File: src/rtl/sft_pkg.sv
package sft_pkg;
  // Defaults shared by the transmitter and its submodules
  localparam int SFT_WORD_W  = 32;
  localparam int SFT_CLK_DIV = 4;
  localparam int SFT_MAX_DLY = 2;
endpackage

File: src/rtl/sft_bitclk.sv
// Divides the system clock into a bit-clock tick strobe.
module sft_bitclk #(
  parameter int CLK_DIV = 4
) (
  input  logic clk,
  input  logic rst,
  output logic tick
);
  localparam int CNT_W = (CLK_DIV > 2) ? $clog2(CLK_DIV) : 1;

  logic [CNT_W-1:0] cnt_q;

  assign tick = (cnt_q == CNT_W'(CLK_DIV - 1));

  always_ff @(posedge clk) begin
    if (rst) begin
      cnt_q <= '0;
    end else if (tick) begin
      cnt_q <= '0;
    end else begin
      cnt_q <= cnt_q + 1'b1;
    end
  end
endmodule

File: src/rtl/sft_framer.sv
// Frame position counter, frame-start output and the delay pipeline that
// decides on which tick the next word is loaded.
module sft_framer #(
  parameter int WORD_W  = 32,
  parameter int MAX_DLY = 2,
  parameter int DLY_W   = 2
) (
  input  logic             clk,
  input  logic             rst,
  input  logic             tick,
  input  logic [DLY_W-1:0] dly,
  output logic             frame_start,
  output logic             load
);
  localparam int CNT_W = $clog2(WORD_W);

  logic [CNT_W-1:0]   fcnt_q;
  logic [MAX_DLY-1:0] hist_q;
  logic               mark_now;
  logic               sel;

  assign mark_now = (fcnt_q == '0);

  // Pick the frame marker delayed by the configured number of ticks
  always_comb begin
    sel = mark_now;
    for (int i = 0; i < MAX_DLY; i++) begin
      if (dly == DLY_W'(i + 1)) sel = hist_q[i];
    end
  end

  assign load = tick && sel;

  always_ff @(posedge clk) begin
    if (rst) begin
      fcnt_q      <= '0;
      frame_start <= 1'b0;
    end else if (tick) begin
      frame_start <= mark_now;
      fcnt_q      <= (fcnt_q == CNT_W'(WORD_W - 1)) ? '0 : fcnt_q + 1'b1;
    end
  end

  generate
    if (MAX_DLY == 1) begin : g_hist_one
      always_ff @(posedge clk) begin
        if (rst)       hist_q <= '0;
        else if (tick) hist_q <= mark_now;
      end
    end else begin : g_hist_many
      always_ff @(posedge clk) begin
        if (rst)       hist_q <= '0;
        else if (tick) hist_q <= {hist_q[MAX_DLY-2:0], mark_now};
      end
    end
  endgenerate
endmodule

File: src/rtl/sft_shifter.sv
// One-word holding buffer, output shift register and underrun flag.
module sft_shifter #(
  parameter int WORD_W = 32
) (
  input  logic              clk,
  input  logic              rst,
  input  logic              tick,
  input  logic              load,
  input  logic [WORD_W-1:0] in_data,
  input  logic              in_valid,
  output logic              in_ready,
  output logic              tx,
  output logic              underrun
);
  logic [WORD_W-1:0] buf_q;
  logic [WORD_W-1:0] sreg_q;
  logic [WORD_W-1:0] word;
  logic              full_q;

  assign word = full_q ? buf_q : '0;

  always_ff @(posedge clk) begin
    if (rst) begin
      buf_q    <= '0;
      full_q   <= 1'b0;
      in_ready <= 1'b0;
      sreg_q   <= '0;
      tx       <= 1'b0;
      underrun <= 1'b0;
    end else begin
      if (in_valid && in_ready) begin
        buf_q    <= in_data;
        full_q   <= 1'b1;
        in_ready <= 1'b0;
      end else if (load && full_q) begin
        full_q   <= 1'b0;
        in_ready <= 1'b1;
      end else if (!full_q) begin
        in_ready <= 1'b1;
      end

      if (load) begin
        tx     <= word[WORD_W-1];
        sreg_q <= {word[WORD_W-2:0], 1'b0};
        if (!full_q) underrun <= 1'b1;
      end else if (tick) begin
        tx     <= sreg_q[WORD_W-1];
        sreg_q <= {sreg_q[WORD_W-2:0], 1'b0};
      end
    end
  end
endmodule

File: src/rtl/sft_tx.sv
// Serial frame transmitter: internal bit clock, fixed 32-tick frames,
// data delayed 0..MAX_DLY ticks after each frame start.
module sft_tx #(
  parameter int WORD_W  = sft_pkg::SFT_WORD_W,
  parameter int CLK_DIV = sft_pkg::SFT_CLK_DIV,
  parameter int MAX_DLY = sft_pkg::SFT_MAX_DLY,
  localparam int DLY_W  = $clog2(MAX_DLY + 1)
) (
  input  logic              clk,
  input  logic              rst,
  input  logic [DLY_W-1:0]  cfg_delay,
  input  logic [WORD_W-1:0] in_data,
  input  logic              in_valid,
  output logic              in_ready,
  output logic              bit_en,
  output logic              frame_start,
  output logic              tx_data,
  output logic              underrun
);
  logic [DLY_W-1:0] dly_q;
  logic             tick;
  logic             load;

  // Delay code is captured only while reset is held; out-of-range saturates
  always_ff @(posedge clk) begin
    if (rst) begin
      dly_q <= (cfg_delay > DLY_W'(MAX_DLY)) ? DLY_W'(MAX_DLY) : cfg_delay;
    end
  end

  always_ff @(posedge clk) begin
    if (rst) bit_en <= 1'b0;
    else     bit_en <= tick;
  end

  sft_bitclk #(.CLK_DIV(CLK_DIV)) u_bitclk (
    .clk  (clk),
    .rst  (rst),
    .tick (tick)
  );

  sft_framer #(.WORD_W(WORD_W), .MAX_DLY(MAX_DLY), .DLY_W(DLY_W)) u_framer (
    .clk         (clk),
    .rst         (rst),
    .tick        (tick),
    .dly         (dly_q),
    .frame_start (frame_start),
    .load        (load)
  );

  sft_shifter #(.WORD_W(WORD_W)) u_shifter (
    .clk      (clk),
    .rst      (rst),
    .tick     (tick),
    .load     (load),
    .in_data  (in_data),
    .in_valid (in_valid),
    .in_ready (in_ready),
    .tx       (tx_data),
    .underrun (underrun)
  );
endmodule

File: config.mk
export PLATFORM = sky130hd
export DESIGN_NAME = sft_tx
export DESIGN_NICKNAME = d
export VERILOG_FILES = /design/src/rtl/sft_pkg.sv /design/src/rtl/sft_bitclk.sv /design/src/rtl/sft_framer.sv /design/src/rtl/sft_shifter.sv /design/src/rtl/sft_tx.sv
export SDC_FILE = /design/constraint.sdc
export NUM_CORES = 1
export LEC_CHECK = 0
export BUFFER_PORTS_ARGS = -buffer_cell sky130_fd_sc_hd__buf_2
export CAP_MARGIN = 40
export CORE_ASPECT_RATIO = 1.75
export CORE_MARGIN = 8
export CORE_UTILIZATION = 30
export DETAILED_ROUTE_END_ITERATION = 10
export PLACE_DENSITY = 0.46
export SYNTH_ARGS = -nofsm -noshare
export SYNTH_HDL_FRONTEND = slang
export SYNTH_SLANG_ARGS = --single-unit
File: constraint.sdc
create_clock -name clk -period 2.7 [get_ports clk]
set_input_delay 0.135 -clock clk [delete_from_list [all_inputs] [get_ports clk]]
set_output_delay 0.135 -clock clk [all_outputs]
set_load 0.005 [all_outputs]
* After elaboration in Yosys (flattened, before gate mapping) *
Cells that the tools add are included.

cells by class
  bitwise logic cells = 1
  magnitude comparators = 1
  reduce and logical (&&, ||, !) cells = 9
  muxes and demuxes = 12
  add/subtract/negate cells = 2
  equal/unequal tests = 5

operator list
  kind                                                                    count
  32-bit 2-to-1 mux                                                       3
  1-bit 2-to-1 mux                                                        8
  5-bit by 1-bit adder with 5-bit output (second input constant)          1
  5-bit equality test (second input constant)                             1
  5-bit zero test                                                         1
  5-bit 2-to-1 mux                                                        1
  2-bit equality test (second input constant)                             2
  2-bit nonzero test                                                      2
  2-bit OR reduction                                                      2
  1-bit logical AND                                                       3
  2-bit by 1-bit adder with 2-bit output (second input constant)          1
  2-bit by 1-bit equality test with 1-bit output (second input constant)  1
  2-bit greater-than comparator (second input constant)                   1
  2-bit inequality test (second input constant)                           1
  2-bit AND reduction                                                     1
  1-bit NOT                                                               1

storage, ports and cells
  logic and storage cells = 42
  output and inout bits = 5
  input port bits = 37
  flip-flop bits (word level) = 80

* Logic depth before layout (Yosys ltp) *
Gate-level depths: netlist of the first run.

  word-level depth = 7
  depth in mapped cells = 7
  mapped depth without buffers = 6

* By module *
From an unflattened synthesis of the first run, not the netlist that was laid out.

second synthesis, totals
  cell total of the unflattened synthesis = 355
  area total of the unflattened synthesis = 3,631.0 um2

by module, submodules not included
  module       area an instance (um2)  cells an instance  seq. area each (um2)  times used
  sft_shifter  3,055.4                 302                1,341.3               1
  sft_framer   396.6                   42                 140.1                 1
  sft_tx       103.8                   6                  80.1                  1
  sft_bitclk   75.1                    5                  40.0                  1

* Least setup slack after synthesis of the first run *
No wires, ideal clock.

  path kind = register to register
  from = register u_framer.fcnt_q[0]
  to = register u_framer.fcnt_q[3]
  data required time = 2.630 ns
  setup slack = 1.115 ns
  clock period less this slack = 1.585 ns
  stages on the path, launching flop included = 6
  data arrival time = 1.514 ns
  path buffers = 0
  path through = dfxtp_1 > ha_1 > and3_1 > ha_1 > or4_1 > a21oi_1

between the ends
  cells in the longest elaborated chain, start to end = 2
  elaborated cells between the ends (all ways) = 3
  classes of those cells = add/sub: 1; eq/ne: 1; mux: 1

ends and longest elaborated chain
  item                                                                                  line              RTL
  start, declared                                                                       sft_framer.sv:17  logic [CNT_W-1:0] fcnt_q;
  start signal, assigned                                                                sft_framer.sv:40  fcnt_q <= (fcnt_q == CNT_W'(WORD_W - 1)) ? '0 : fcnt_q + 1'b1;
  5-bit by 1-bit adder with 5-bit output / 5-bit equality test (equally long branches)  sft_framer.sv:40
  5-bit 2-to-1 mux *                                                                    sft_framer.sv:40

Mark *: on every way between the ends. The rest lies on a longest branch, timed or not.
A chain may end at the register's enable or synchronous reset.

* Worst setup path in the final report of the first run *
  from = register u_framer.fcnt_q[0]
  to = register u_shifter.sreg_q[18]

between the ends
  cells in the longest elaborated chain, start to end = 5
  elaborated cells between the ends (all ways) = 6
  classes of those cells = mux: 3; reduce/logical: 3

ends and longest elaborated chain
  item                                                            line               RTL
  5-bit zero test *                                               sft_framer.sv:22   assign mark_now = (fcnt_q == '0);
  1-bit 2-to-1 mux * (2 in a row)                                 sft_framer.sv:28   if (dly == DLY_W'(i + 1)) sel = hist_q[i];
  1-bit logical AND *                                             sft_framer.sv:32   assign load = tick && sel;
  32-bit 2-to-1 mux / 2-bit nonzero test (equally long branches)  --
  end signal, assigned                                            sft_shifter.sv:44  sreg_q <= {word[WORD_W-2:0], 1'b0};
  end signal, assigned                                            sft_shifter.sv:48  sreg_q <= {sreg_q[WORD_W-2:0], 1'b0};
  end, declared                                                   sft_shifter.sv:16  logic [WORD_W-1:0] sreg_q;

Marked as above.

==> metrics.csv, run 1 <==
metric;value;unit
layout.nets;424;
clkSlewWorstSetupHoldPaths;0.05;ns
root_buffer;clkbuf_16;
synth_edf_count;2;
die_w;95.5;µm
power_density;648;mW/mm²
ys_seq_area_share;48.3;%
ys.flop_type;dfxtp_1;
worstMarginPinSlew;0.698;ns
relSlewSlack;53.5;%
final_util;35.2;%
hp-class;input pin to flip-flop;
synth_top_family_by_area;compound AO/OA/AOI/OAI gates;
crit_arrival;2.15;ns
antenna_found_initial;0;
hpwl;4820;µm
rr_worst_depth;6;
fin_area;0.00386;mm²
grt_pass1_wl;12500;µm
routed_wl;7480;µm
crit_start;u_framer.fcnt_q[0];
combinationalPowerShare;7.3;%
clk_latency;0.33;ns
rsz0062_at_grt;no;
synth_cell_type_count;36;
synth_area_per_cell;9.42;µm²
grt_overflow_total;0;
regToRegSetupSlack;0.80;ns
critPathCaptureType;flip-flop;
async_reset_ff_share;0;%
synth_top_cell_area_share;46.5;%
synth.largest_area_cell;dfxtp_1;
synthXorXnorAreaFrac;0.264;%
ys_ff_latch;79;
holdPathStages;3;
post_drt_wl_per_cell;14.4;µm
synth_area_leaders;dfxtp_1 46%, a22oi_1 14%, mux2i_1 10%;
htreeDepth;3;
diodes;0;
required;2.95;ns
die-height;155;µm
switchingPower;0.565;mW
p_leak;1.32;nW
viasPerCell;5.09;
grt_max_degree;47;
grtUsageTotal;10.7;%
clock_power_share;43.5;%
hold_violations;0;
synthTopCellsByCount;77 x dfxtp_1, 68 x nand2_1, 62 x a22oi_1;
worstSetupPathType;flip-flop to flip-flop;
firstDrtPassIters;4;
multi_input_area;0.00153;mm²
fin_setup_tns;0;ns
peakVddDrop;334;µV
fmax;527;MHz
fin_cells;518;
dpl_worst_slack;0.794;ns
setup_viol;0;
first_global_vias;2746;
internal_power;1.94;mW
drtIter0Drc;137;
syn_inst;352;
num-fill-cells;1170;
detail-route-antenna-nets;0;
final_layout_size_suffix_gt1_share;17.6;%
synth.area.mux_share;10.3;%
status;complete, no violations;
vias;2638;
yosys.area_share.simple;12.3;%
numCtsBuffers;9;
gp_congestion;0.661;
start_util;30.2;%
maxCapViolations;0;
power_switching_share;22.6;%
fin_crit_sh;70.2;%
drv_slew;0;
fin_crit;1.90;ns
drc;0;
dp_cells;503;
ios;42;
cp_max_fo;32;
synthAdderAreaFrac;1.51;%
fin_worst_skew;0.00503;ns
clk_path_buf_depth;2;
cts_tree;done;
portBuffers;41;
yosysWarnings;0;
post-cts-setup-buffer-count;0;
seqPwrFrac;49.2;%
num_rows;51;
die_area;0.0148;mm²
synth_compound_area_share;21.5;%
clock_sinks;79;
areaGrowthSynthToFinish;16.6;%
syn_area;0.00332;mm²
synth_most_common_cell;dfxtp_1;
core_area;0.0110;mm²
reg2reg_to;u_shifter.sreg_q[18];
fin_ws;0.804;ns
regArea;0.00160;mm²
r2r_start;u_framer.fcnt_q[0];
placed_cell_area;0.00359;mm²
synth_fp_nets;393;
critPathCapture;u_shifter.sreg_q[18];
cp-start-kind;flip-flop;
==> metrics by stage <==
| step | hold WS [ns] | power (mW) |
|---|---|---|
| final | 0.0382 | 2.50 |
| after global routing | 0.0332 | 2.62 |
| after CTS | 0.0230 | 2.55 |
| after detailed placement | 0.332 | 1.44 |
| after global placement | 0.326 | 1.44 |
| after floorplan | 0.247 | 1.38 |
==> kinds of logic (layout without fill, tap and decap cells) <==
group                      after synthesis  in the layout
DFF                                     79             79
and+or+nand+nor                         91             91
adders and majority gates                4              4
xor gates and xnor gates                 1              1
buffers and inverters                   36             70
muxes                                   34             34
AOI/OAI and AO/OA                      107            107
==> routing by layer <==
metal  routed length (µm)  part of all wire [%]  global-route usage, %  vias to the layer above
met5                    0                     0                      0                        -
met4                  138                   1.8                   5.31                        0
met3                  274                   3.7                   3.14                        9
met2                 3800                    51                   18.3                       37
met1                 3260                    44                   11.6                     1263
li1                     -                     -                      -                     1329
==> layout by cell type, fill, tap and decap left out, types with 3 or more instances in the layout <==
cell type  synthesis  layout
a21oi_1           36      36
ha_1               4       4
nor2_1             5       5
nand2_1           68      68
buf_4              1      10
inv_1              3       3
buf_2              0      41
a22oi_1           62      62
clkbuf_16          0       9
mux2i_1           34      34
dfxtp_1           77      77
==> worst min path at each step <==
stage / start / endpoint / slack, ns
floorplan: rst / dly_q[0] / 0.25
global placement: cfg_delay[1] / dly_q[1] / 0.33
detailed placement: cfg_delay[1] / dly_q[1] / 0.33
CTS: in_data[21] / u_shifter.buf_q[21] / 0.02
global route: in_data[26] / u_shifter.buf_q[26] / 0.03
finish: in_data[6] / u_shifter.buf_q[6] / 0.04
==> sequential cells by signal (all words and copies together) (netlist names) <==
name / flops
u_bitclk.cnt_q: 2
bit_en: 1
u_shifter.underrun: 1
u_framer.fcnt_q: 5
u_shifter.full_q: 1
dly_q: 2
u_framer.hist_q: 2
u_shifter.tx: 1
u_shifter.sreg_q: 31
u_shifter.buf_q: 32
u_shifter.in_ready: 1
==> area by class of cell <==
cell class | count | area share, %
Sequential cell | 79 | 41.4
Multi-Input combinational cell | 237 | 39.5
Timing Repair Buffer | 52 | 7.51
Clock buffer | 13 | 6.73
Tap cell | 132 | 4.27
Inverter | 4 | 0.388
Clock inverter | 1 | 0.129
==> power by group through the flow <==
stage               registers, mW  logic (mW)  clock network [mW]
finish                       1.23       0.183                1.09
global route                 1.24       0.208                1.18
CTS                          1.23       0.187                1.13
detailed placement           1.26       0.186                   0
global placement             1.26       0.184                   0
floorplan                    1.25       0.130                   0
==> timing repair <==
action,CTS,global route
setup endpoints to repair,0,0
gates resized for setup,0,0
endpoints found under the hold margin,1,0
hold buffers,1,0
==> worst max-delay path, stage by stage, from the launching register on <==
cell	delay, ns
dfxtp_1	0.35
inv_1	0.07
ha_1	0.13
nor4b_2	0.29
o2111a_2	0.25
buf_4	0.45
mux2i_1	0.25
Power figures use the tool's default switching activity.
==> run 2, diff against run 1 <==
==> constraint.sdc (replaced) <==
create_clock -name clk -period 1.9 [get_ports clk]
set_input_delay 0.095 -clock clk [delete_from_list [all_inputs] [get_ports clk]]
set_output_delay 0.095 -clock clk [all_outputs]
set_load 0.005 [all_outputs]
==> run 2 against run 1 <==
Net effect: global-route usage decreased by 0.084 points; count of clock-buffer cells in the layout decreased by 1; via count increased by 4.1%; non-clock buffer count increased by 30; power increased by 47%; first-iteration DRC count increased by 40%; clock power increased by 49%; sequential share of layout area decreased by 3.4 points; sequential cell count unchanged.
==> metrics.csv, run 2 (same netlist as run 1, synthesis figures left out) <==
metric;value;unit;change
status;complete, no violations;;
drc;0;;unchanged
diodes;0;;unchanged
rr_worst_depth;5;;-1
peakVddDrop;545;µV;+63%
p_leak;1.47;nW;+11%
critPathCaptureType;flip-flop;;
fin_crit;1.70;ns;-0.196 ns
gp_congestion;0.665;;+0.64%
post_drt_wl_per_cell;13.9;µm;-3.6%
grtUsageTotal;10.6;%;-0.084 points
reg.largest.list;u_shifter.buf_q x32, u_shifter.sreg_q x31, u_framer.fcnt_q x5;;
cp_max_fo;6;;-81%
fin_setup_tns;0;ns;unchanged
numCtsBuffers;9;;unchanged
layout.nets;454;;+7.1%
clock_power_share;43.9;%;+0.4 points
cp-start-kind;flip-flop;;
hp-class;input pin to flip-flop;;
power;3.69;mW;+47%
antenna_found_initial;0;;unchanged
num_rows;51;;unchanged
setup_viol;0;;unchanged
clk_latency;0.33;ns;about the same
grt_overflow_total;0;;unchanged
die-height;155;µm;unchanged
htreeDepth;3;;unchanged
required;2.17;ns;-0.78 ns
final_cell_mix;77 x dfxtp_1, 68 x nand2_1, 62 x a22oi_1;;
core_area;0.0110;mm²;unchanged
largest_reg_flops;32;;unchanged
relSlewSlack;72.2;%;+19 points
vias;2745;;+4.1%
first_global_vias;2751;;+0.18%
detail-route-antenna-nets;0;;unchanged
start_util;30.2;%;unchanged
die_area;0.0148;mm²;unchanged
die_w;95.5;µm;unchanged
seqPwrFrac;47.5;%;-1.7 points
crit_arrival;1.97;ns;-0.18 ns
ctsResizeCount;0;;unchanged
switchingPower;0.843;mW;+49%
power_density;875;mW/mm²;+35%
final_layout_size_suffix_gt1_share;17.7;%;+0.13 points
rsz0062_at_grt;no;;
maxCapViolations;0;;unchanged
power_switching_share;22.9;%;+0.31 points
clock_sinks;79;;unchanged
holdPathStages;3;;unchanged
combinationalPowerShare;8.6;%;+1.3 points
grt_pass1_wl;12500;µm;-0.72%
drv_slew;0;;unchanged
ios;42;;unchanged
worstSetupPathType;flip-flop to flip-flop;;
mostFrequentLayoutCell;dfxtp_1;;
root_buffer;clkbuf_16;;
areaGrowthSynthToFinish;27.1;%;
routed_wl;7640;µm;+2.2%
fin_worst_skew;0.00688;ns;+0.00185 ns
cts_tree;done;;
internal_power;2.85;mW;+47%
clk_path_buf_depth;2;;unchanged
firstDrtPassIters;4;;unchanged
top_register;u_shifter.buf_q;;
fin_crit_sh;89.5;%;+19 points
fmax;588;MHz;+12%
hold_violations;0;;unchanged
portBuffers;41;;unchanged
grt_max_degree;50;;+6.4%
viasPerCell;5.00;;-1.8%
drtIter0Drc;192;;+40%
worstMarginPinSlew;0.417;ns;-0.281 ns
clkSlewWorstSetupHoldPaths;0.06;ns;about the same
hpwl;4960;µm;+2.9%
## run 2: cell types whose count changed in the layout (fill, tap and decap cells not counted)
cell / change
clkinvlp_4: +1
clkbuf_8: +1
clkinv_2: +1
buf_12: +3
clkbuf_1: -2
dlygate4sd3_1: +27
## run 2: through the flow
stage	cells	area (µm²)	hold slack, ns	util (%)	setup slack [ns]
detailed placement	506	3650	0.294	33.3	0.216
finish	549	4210	0.0114	38.4	0.200
global route	549	4210	0.0280	38.4	0.114
floorplan	352	3320	0.207	-	0.315
global placement	506	3650	0.286	33.3	0.261
CTS	549	4210	0.00544	38.4	0.212
## run 2: layer usage
| metal | up-vias | part of all wire, % | global-route usage, % | wire, µm |
|---|---|---|---|---|
| met2 | 29 | 52 | 18.0 | 3990 |
| met5 | - | 0 | 0 | 0 |
| met3 | 10 | 2.8 | 2.94 | 215 |
| met1 | 1315 | 43 | 12.0 | 3310 |
| li1 | 1391 | - | - | - |
| met4 | 0 | 1.7 | 4.64 | 131 |
## run 2: power groups by stage
stage	registers, mW	logic [mW]	clock network [mW]
6_report	1.75	0.319	1.62
5_1_grt	1.76	0.358	1.74
3_5_place_dp	1.79	0.281	0
4_1_cts	1.75	0.327	1.68
2_1_floorplan	1.78	0.185	0
3_3_place_gp	1.79	0.276	0
## run 2: critical path: stages, from the launching register on
cell and delay (ns):
dfxtp_1 0.36, ha_1 0.24, and3_1 0.19, ha_1 0.23
or4_1 0.48, a21oi_1 0.14
## run 2: worst paths after layout
path	startpoint	endpoint	slack, ns
worst max-delay path	u_framer.fcnt_q[0]	u_framer.fcnt_q[3]	0.20
worst max register to register	u_framer.fcnt_q[0]	u_framer.fcnt_q[3]	0.20
worst min-delay path	in_data[5]	u_shifter.buf_q[5]	0.01
worst min register to register	u_bitclk.cnt_q[0]	u_bitclk.cnt_q[0]	0.43
## run 2: what timing repair did
action | 4_1_cts | 5_1_grt
hold buffers | 28 | 0
endpoints found under the hold margin | 28 | 0
setup buffers | 0 | 0
## run 2: final cells by class
type | count | area [µm²]
multi-input combinational | 237 | 1530
timing repair buffer | 82 | 621
inverter | 4 | 15.0
fill | 1164 | 6760
sequential | 79 | 1600
clock inverter | 3 | 17.5
tap | 132 | 165
clock buffer | 12 | 267
